`src/rtl/pl_pkg.sv`:
```
package pl_pkg;
  typedef enum logic {
    PL_LARGEST = 1'b0,
    PL_FIRST   = 1'b1
  } pl_mode_e;
endpackage

```
`src/rtl/pl_window_ctr.sv`:
```
// Counts accepted samples inside the search window.
module pl_window_ctr #(
  parameter int WINDOW = 100,
  localparam int IW = $clog2(WINDOW)
) (
  input  logic          clk,
  input  logic          rst_n,
  input  logic          start,
  input  logic          stop,
  input  logic          in_valid,
  output logic          adv,
  output logic          last,
  output logic [IW-1:0] idx
);
  logic active;

  // a start cycle never counts as a window sample
  assign adv  = active & in_valid & ~start;
  assign last = adv & (idx == IW'(WINDOW - 1));

  always_ff @(posedge clk) begin
    if (!rst_n) begin
      active <= 1'b0;
      idx    <= '0;
    end else if (start) begin
      active <= 1'b1;
      idx    <= '0;
    end else if (adv) begin
      if (last || stop) active <= 1'b0;
      idx <= idx + 1'b1;
    end
  end
endmodule

```
`src/rtl/pl_max_track.sv`:
```
// Tracks the earliest index of the largest magnitude seen so far.
module pl_max_track #(
  parameter int W = 16,
  parameter int IW = 7
) (
  input  logic          clk,
  input  logic          rst_n,
  input  logic          start,
  input  logic          adv,
  input  logic [W-1:0]  mag,
  input  logic [IW-1:0] idx,
  output logic [IW-1:0] best_nxt
);
  logic [W-1:0]  best_val;
  logic [IW-1:0] best_idx;
  logic          have;
  logic          upd;

  // strict greater-than keeps the earliest of equal values
  assign upd      = adv & (~have | (mag > best_val));
  assign best_nxt = upd ? idx : best_idx;

  always_ff @(posedge clk) begin
    if (!rst_n) begin
      best_val <= '0;
      best_idx <= '0;
      have     <= 1'b0;
    end else if (start) begin
      best_val <= '0;
      best_idx <= '0;
      have     <= 1'b0;
    end else if (upd) begin
      best_val <= mag;
      best_idx <= idx;
      have     <= 1'b1;
    end
  end
endmodule

```
`src/rtl/pl_cross_det.sv`:
```
// Captures the threshold on start and flags a strict crossing.
module pl_cross_det #(
  parameter int W = 16
) (
  input  logic         clk,
  input  logic         rst_n,
  input  logic         start,
  input  logic [W-1:0] thr_in,
  input  logic         adv,
  input  logic [W-1:0] mag,
  output logic         hit,
  output logic [W-1:0] thr_q
);
  assign hit = adv & (mag > thr_q);

  always_ff @(posedge clk) begin
    if (!rst_n)     thr_q <= '0;
    else if (start) thr_q <= thr_in;
  end
endmodule

```
`src/rtl/peak_locator.sv`:
```
module peak_locator
  import pl_pkg::*;
#(
  parameter int W = 16,
  parameter int WINDOW = 100,
  localparam int IW = $clog2(WINDOW)
) (
  input  logic          clk,
  input  logic          rst_n,
  input  logic          start,
  input  logic          mode,
  input  logic [W-1:0]  threshold,
  input  logic          s_valid,
  output logic          s_ready,
  input  logic [W-1:0]  s_mag,
  output logic          done,
  output logic [IW-1:0] res_index,
  output logic          res_miss
);
  pl_mode_e      mode_q;
  logic          adv, last, hit, hit_eff, fin;
  logic [IW-1:0] idx, best_nxt;
  logic [W-1:0]  thr_q;

  assign s_ready = 1'b1;
  assign hit_eff = (mode_q == PL_FIRST) & hit;
  assign fin     = last | hit_eff;

  pl_window_ctr #(.WINDOW(WINDOW)) u_ctr (
    .clk(clk), .rst_n(rst_n), .start(start), .stop(hit_eff),
    .in_valid(s_valid), .adv(adv), .last(last), .idx(idx)
  );

  pl_max_track #(.W(W), .IW(IW)) u_max (
    .clk(clk), .rst_n(rst_n), .start(start), .adv(adv),
    .mag(s_mag), .idx(idx), .best_nxt(best_nxt)
  );

  pl_cross_det #(.W(W)) u_cross (
    .clk(clk), .rst_n(rst_n), .start(start), .thr_in(threshold),
    .adv(adv), .mag(s_mag), .hit(hit), .thr_q(thr_q)
  );

  always_ff @(posedge clk) begin
    if (!rst_n) begin
      mode_q    <= PL_LARGEST;
      done      <= 1'b0;
      res_index <= '0;
      res_miss  <= 1'b0;
    end else begin
      done <= 1'b0;
      if (start) begin
        mode_q <= pl_mode_e'(mode);
      end else if (fin) begin
        done <= 1'b1;
        if (mode_q == PL_LARGEST) begin
          res_index <= best_nxt;
          res_miss  <= 1'b0;
        end else if (hit_eff) begin
          res_index <= idx;
          res_miss  <= 1'b0;
        end else begin
          res_index <= '0;
          res_miss  <= 1'b1;
        end
      end
    end
  end
endmodule

```
`config.mk`:
```
export PLATFORM = sky130hd
export DESIGN_NAME = peak_locator
export DESIGN_NICKNAME = d
export VERILOG_FILES = /design/src/rtl/pl_pkg.sv /design/src/rtl/pl_window_ctr.sv /design/src/rtl/pl_max_track.sv /design/src/rtl/pl_cross_det.sv /design/src/rtl/peak_locator.sv
export SDC_FILE = /design/constraint.sdc
export NUM_CORES = 1
export LEC_CHECK = 0
export CAP_MARGIN = 20
export CORE_MARGIN = 3
export CORE_UTILIZATION = 49
export CTS_CLUSTER_SIZE = 28
export DETAILED_ROUTE_END_ITERATION = 10
export PLACE_DENSITY = 0.76
export SYNTH_ARGS = -nofsm -noshare
export SYNTH_HDL_FRONTEND = slang
export SYNTH_SLANG_ARGS = --single-unit
```
`constraint.sdc`:
```
create_clock -name clk -period 2.2 [get_ports clk]
set_input_delay 0.33 -clock clk [delete_from_list [all_inputs] [get_ports clk]]
set_output_delay 0.33 -clock clk [all_outputs]
set_load 0.05 [all_outputs]
```
# ---- After elaboration in Yosys (flattened, before gate mapping)
# Cells that the tools add are included.
dict set report classes {
  n_reduce_logical 6
  bitwise_logic 11
  order_cmp 2
  mux 9
  n_eq_ne 1
  addsub 1
}
# cell count
set op_table {}
lappend op_table {{greater-than comparator 16 bit} 2}
lappend op_table {{two-way mux 7 bit} 3}
lappend op_table {{adder 7 x 1 -> 7 bit (second input constant)} 1}
lappend op_table {{equality test 7 bit (second input constant)} 1}
lappend op_table {{AND 1 bit} 6}
lappend op_table {{two-way mux 1 bit} 6}
lappend op_table {{AND reduction 2 bit} 2}
lappend op_table {{nonzero test 2 bit} 2}
lappend op_table {{NOT 1 bit} 3}
lappend op_table {{bitwise OR 1 bit} 2}
lappend op_table {{OR reduction 2 bit} 1}
lappend op_table {{logical OR 1 bit} 1}
dict set report totals {
  output_inout_bits 10
  reg_bits 58
}

# ---- Depth between registers and ports, before layout
dict set report depth {
  word_depth 8
  depth_mapped 9
  depth_no_buf 8
}

# ---- Hierarchy
# A second synthesis with hierarchy kept.
dict set report hier_totals {
  hier_cells 382
  area_unflattened_um2 3414.5
}
# mod cells_per_inst seq_area_each_um2 area_each_um2 instances
set by_module_without_submodules {}
lappend by_module_without_submodules {pl_max_track 174 480.5 1482.7 1}
lappend by_module_without_submodules {pl_cross_det 107 320.3 993.5 1}
lappend by_module_without_submodules {peak_locator 56 200.2 545.5 1}
lappend by_module_without_submodules {pl_window_ctr 45 160.2 392.9 1}

# ---- Worst setup path before layout
# OpenSTA, ideal clock, no wires.
dict set report synth_path {
  path_type {register -> register}
  from {reg u_cross.thr_q[14]}
  to {reg res_index[3]}
  setup_ns 0.119
  period_less_slack_ns 2.157
  stages_incl_launch_ff 10
  t_arrival_ns 2.038
  slack_ns 0.043
  path_cell_list {dfxtp_1 inv_1 ha_1 nand4_2 or4_1 nand3_1 a31oi_1 or2_1 buf_6 o221a_1}
}
dict set report synth_between {
  elab_chain_len 5
}
# item line
set synth_lines {}
lappend synth_lines {{start, declared} pl_cross_det.sv:12} ;# output logic [W-1:0] thr_q
lappend synth_lines {{start signal, assigned} pl_cross_det.sv:18} ;# else if (start) thr_q <= thr_in;
lappend synth_lines {{greater-than comparator 16 bit *} pl_cross_det.sv:14} ;# assign hit = adv & (mag > thr_q);
lappend synth_lines {{AND 1 bit *} pl_cross_det.sv:14}
lappend synth_lines {{AND 1 bit *} peak_locator.sv:26} ;# assign hit_eff = (mode_q == PL_FIRST) & hit;
lappend synth_lines {{two-way mux 7 bit or bitwise OR 1 bit (tied branches)} {peak_locator.sv:59, peak_locator.sv:27}}
lappend synth_lines {{two-way mux 7 bit or AND reduction 2 bit (tied branches)} n/a}
lappend synth_lines {{end signal, assigned} peak_locator.sv:57} ;# res_index <= best_nxt;
lappend synth_lines {{end signal, assigned} peak_locator.sv:60} ;# res_index <= idx;
lappend synth_lines {{end, declared} peak_locator.sv:17} ;# output logic [IW-1:0] res_index,
# Mark *: on every way between the ends. The rest lies on a longest branch, timed or not.
# A chain may end at the register's enable or synchronous reset.

# ---- Worst setup path in the final report
dict set report layout_path {
  from {reg u_max.best_val[15]}
  to {reg u_max.best_idx[0]}
}
dict set report layout_between {
  elab_chain_len 4
}
# item line
set layout_lines {}
lappend layout_lines {{start, declared} pl_max_track.sv:14} ;# logic [W-1:0] best_val;
lappend layout_lines {{start signal, assigned} pl_max_track.sv:33} ;# best_val <= mag;
lappend layout_lines {{greater-than comparator 16 bit} pl_max_track.sv:20} ;# assign upd = adv & (~have | (mag > best_val));
lappend layout_lines {{bitwise OR 1 bit} pl_max_track.sv:20}
lappend layout_lines {{AND 1 bit} pl_max_track.sv:20}
lappend layout_lines {{two-way mux 7 bit} n/a}
lappend layout_lines {{end signal, assigned} pl_max_track.sv:34} ;# best_idx <= idx;
lappend layout_lines {{end, declared} pl_max_track.sv:15} ;# logic [IW-1:0] best_idx;
# Every way passes these cells.

==> impl_metrics.csv <==
group,metric,value,unit
power_and_ir_drop,ir_drop,523,µV
route,wl,8.01,mm
die,io_pins,47,
worst_setup_path,cp_max_fo,5,
layout,layout-drive-gt1-share,27.8,%
sta,tightest_slew,0.500,ns
route,vias_per_cell,5.57,
place,dp_hpwl,4.94,mm
sta,rsz0062_at_grt,"yes",
worst_setup_path,path_buf_inv,4,
worst_setup_path,cp_slowest_cell,"a221o_1",
clock_tree,clk_latency,0.34,ns
power_and_ir_drop,finalPower,2.47,mW
logic_synthesis,async_flop_share,0,%
sta,finalMaxSlewViolations,0,
route,drcViolationCount,0,
die,die_h,85.9,µm
die,die_w,85.9,µm
logic_synthesis,synth.largest_area_cell,"dfxtp_1",
layout,fillers,411,
clock_tree,cts.htree.levels,3,
worst_setup_path,arrival,2.54,ns
clock_tree,clk_path_buf_depth,2,
clock_tree,clock-sinks,58,
layout,multi_input_area,0.00207,mm²
die,core_area,0.00606,mm²
min_path,hold_class,"input port to flip-flop",
sta,fmax,433,MHz
power_and_ir_drop,p_per_area,555,mW/mm²
worst_setup_path,end_kind,"flip-flop",
logic_synthesis,yosysUniqueCellTypes,42,
die,core.rowCount,28,
logic_synthesis,ys_seq_area_share,37.2,%
sta,fin_tns_setup,-0.875,ns
route,drt_iter0_drc,130,
logic_synthesis,ys_ff_latch,58,
grt,grt_pass1_wl,12.8,mm
sta,relSlewSlack,66.5,%
clock_tree,tritoncts,"done",
logic_synthesis,syn_inst,339,
sta,timing_hold_violations_final,0,
sta,finalSetupViolations,23,
die,start_util,51.5,%
sta,post-route-period-util,105,%
layout,ff_latch_area,0.00118,mm²
run_status,status,"finished with violations",
place,io_buffers,45,
logic_synthesis,yosysTopAreaCellShare,37.2,%
logic_synthesis,synth_nets,409,
die,dieArea,0.00737,mm²
grt,antenna_found_initial,0,
clock_tree,cts_root_buf,"clkbuf_8",
clock_tree,clk_pin_slew_worst_paths,0.07,ns
place,placed_cell_area,0.00377,mm²
worst_setup_path,worst-setup-path-type,"flip-flop to flip-flop",
route,antenna_left,0,
route,via_count,2739,
sta,min_period,2.31,ns
grt,grt_max_degree,32,
sta,setup_slack,-0.111,ns
logic_synthesis,synthTopCellsByArea,"dfxtp_1 (37%), ha_1 (13%), mux2i_1 (13%)",
worst_setup_path,path_delay_family,"compound AO/OA/AOI/OAI gates",
layout,syn2layout_area_growth,42.3,%
logic_synthesis,synthFlopType,"dfxtp_1",
clock_tree,numCtsBuffers,9,
clock_tree,holdBufCountCts,0,
power_and_ir_drop,leakage,1.87,nW
grt,grt_pass1_vias,2825,
flow_run,drv_cap,0,
layout,n_antenna_cell,0,
grt,grt_usage,22.1,%
route,wl_per_cell,16.3,µm
run_status,violations,"setup timing",
worst_setup_path,cp.required,2.43,ns
worst_setup_path,cpPeakStageDelay,0.38,ns
logic_synthesis,syn_area_per_cell,9.22,µm²
route,drt-pass1-iter-count,4,
grt,grt_overflow_total,0,
layout,num-nets-final,483,
sta,skew,0.00731,ns
logic_synthesis,netlist_area,0.00312,mm²
logic_synthesis,synth-edff-count,0,
place,gp_congestion,0.816,
worst_setup_path,startpoint_type,"flip-flop",
worst_setup_path,path_cells,"inv_2 -> ha_4 -> and4_4 -> a221o_1 -> o311ai_4 -> buf_6 -> buf_12 -> buf_16 -> mux2i_1 -> nor2_1",
logic_synthesis,yosysWarnings,0,
layout,final_area,0.00445,mm²
## layout by cell type (no fill, tap or decap), types with 3 or more instances in the layout
cell type,instances
mux2i_1,40
a31oi_1,4
nand4_1,5
nand3_1,11
a21oi_2,3
buf_4,24
nand2_1,14
ha_1,16
o31ai_1,5
o21ai_0,3
and3_1,3
inv_2,9
nor2b_1,17
nor2_1,33
a21oi_1,10
clkbuf_8,10
clkdlybuf4s50_1,29
xor2_1,3
xnor2_1,3
nand2b_1,4
inv_1,27
buf_6,6
dlygate4sd2_1,15
dfxtp_2,16
ha_4,17
dfxtp_1,42
## through the flow
stage	instances	hold WS, ns	setup slack (ns)	util [%]
4_1_cts	491	0.382	-0.0301	70.9
2_1_floorplan	339	0.456	0.0435	-
6_report	492	0.393	-0.111	73.4
3_3_place_gp	466	0.473	-0.530	62.2
5_1_grt	492	0.397	-0.190	73.4
3_5_place_dp	466	0.488	-0.564	62.2
## area by class of cell
class,instances,area share [%]
Inverter,36,3.04
Multi-Input combinational cell,229,46.5
Clock inverter,5,1.24
Tap cell,75,2.11
Sequential cell,58,26.6
Timing Repair Buffer,79,17.5
Clock buffer,10,3.10
## final timing paths
| path | start | end | cells after the start | slack (ns) |
|---|---|---|---|---|
| worst min-delay path | s_mag[0] | u_max.best_val[0] | 3 | 0.39 |
| worst max-delay path | u_max.best_val[15] | u_max.best_idx[0] | 10 | -0.11 |
| worst max register to register | u_max.best_val[15] | u_max.best_idx[0] | 10 | -0.11 |
| worst min register to register | u_max.best_val[10] | u_max.best_val[10] | 2 | 0.50 |
## sequential cells by signal (all words and copies together), names as in the netlist
register	cells
u_cross.thr_q	16
u_max.best_val	16
res_miss	1
res_index	7
done	1
u_max.best_idx	7
mode_q	1
u_ctr.idx	7
u_max.have	1
u_ctr.active	1
## layer usage
layer / wire length, µm / global-route usage, % / vias to the layer above
met5: 0 / 0 / -
met4: 193 / 11.4 / 0
met3: 455 / 6.24 / 20
met2: 4230 / 40.2 / 96
met1: 3120 / 23.0 / 1303
li1: - / - / 1320
## power by group
part	switching [mW]	internal (mW)	total [mW]
registers	0.0167	1.08	1.09
logic	0.192	0.212	0.404
clock network	0.429	0.543	0.972
## worst reg2reg max path, stage by stage (launching register included)
cell	delay, ns
dfxtp_2	0.34
inv_2	0.05
ha_4	0.21
and4_4	0.20
a221o_1	0.38
o311ai_4	0.35
buf_6	0.16
buf_12	0.10
buf_16	0.11
mux2i_1	0.24
nor2_1	0.07
## synthesized netlist by cell type, drive strengths merged, types with 2 or more instances
master / count
nand3: 12
o31ai: 6
nand2b: 4
nor3: 2
and3: 5
buf: 8
nor2: 34
o2bb2a: 3
a221oi: 2
o21ai: 4
mux2i: 41
inv: 36
nand2: 14
xnor2: 3
xor2: 3
clkbuf: 8
and4: 4
a31oi: 6
a21o: 2
nor2b: 18
a21oi: 13
ha: 33
nand4: 6
o211ai: 2
dfxtp: 58
## logic make-up (layout without fill, tap and decap cells)
logic type,Yosys count,count (layout),synth area share [%]
multiplexers,41,41,13.1
AND/OR/NAND/NOR,103,103,16.9
XOR/XNOR,6,6,1.68
buffers and inverters,52,130,7.41
flip-flops,58,58,37.2
other,1,1,0.120
AO/OA/AOI/OAI,45,45,10.4
adder cells (fa/ha/maj),33,33,13.2
## what timing repair did
| item | 4_1_cts | 5_1_grt |
|---|---|---|
| endpoints found under the setup margin | 32 | 32 |
| setup buffers | 8 | 3 |
| endpoints found under the hold margin | 0 | 0 |
| gates cloned | 2 | 0 |
| resized for setup | 64 | 30 |
| pin swaps | 26 | 17 |
(Power assumes the default switching activity.)
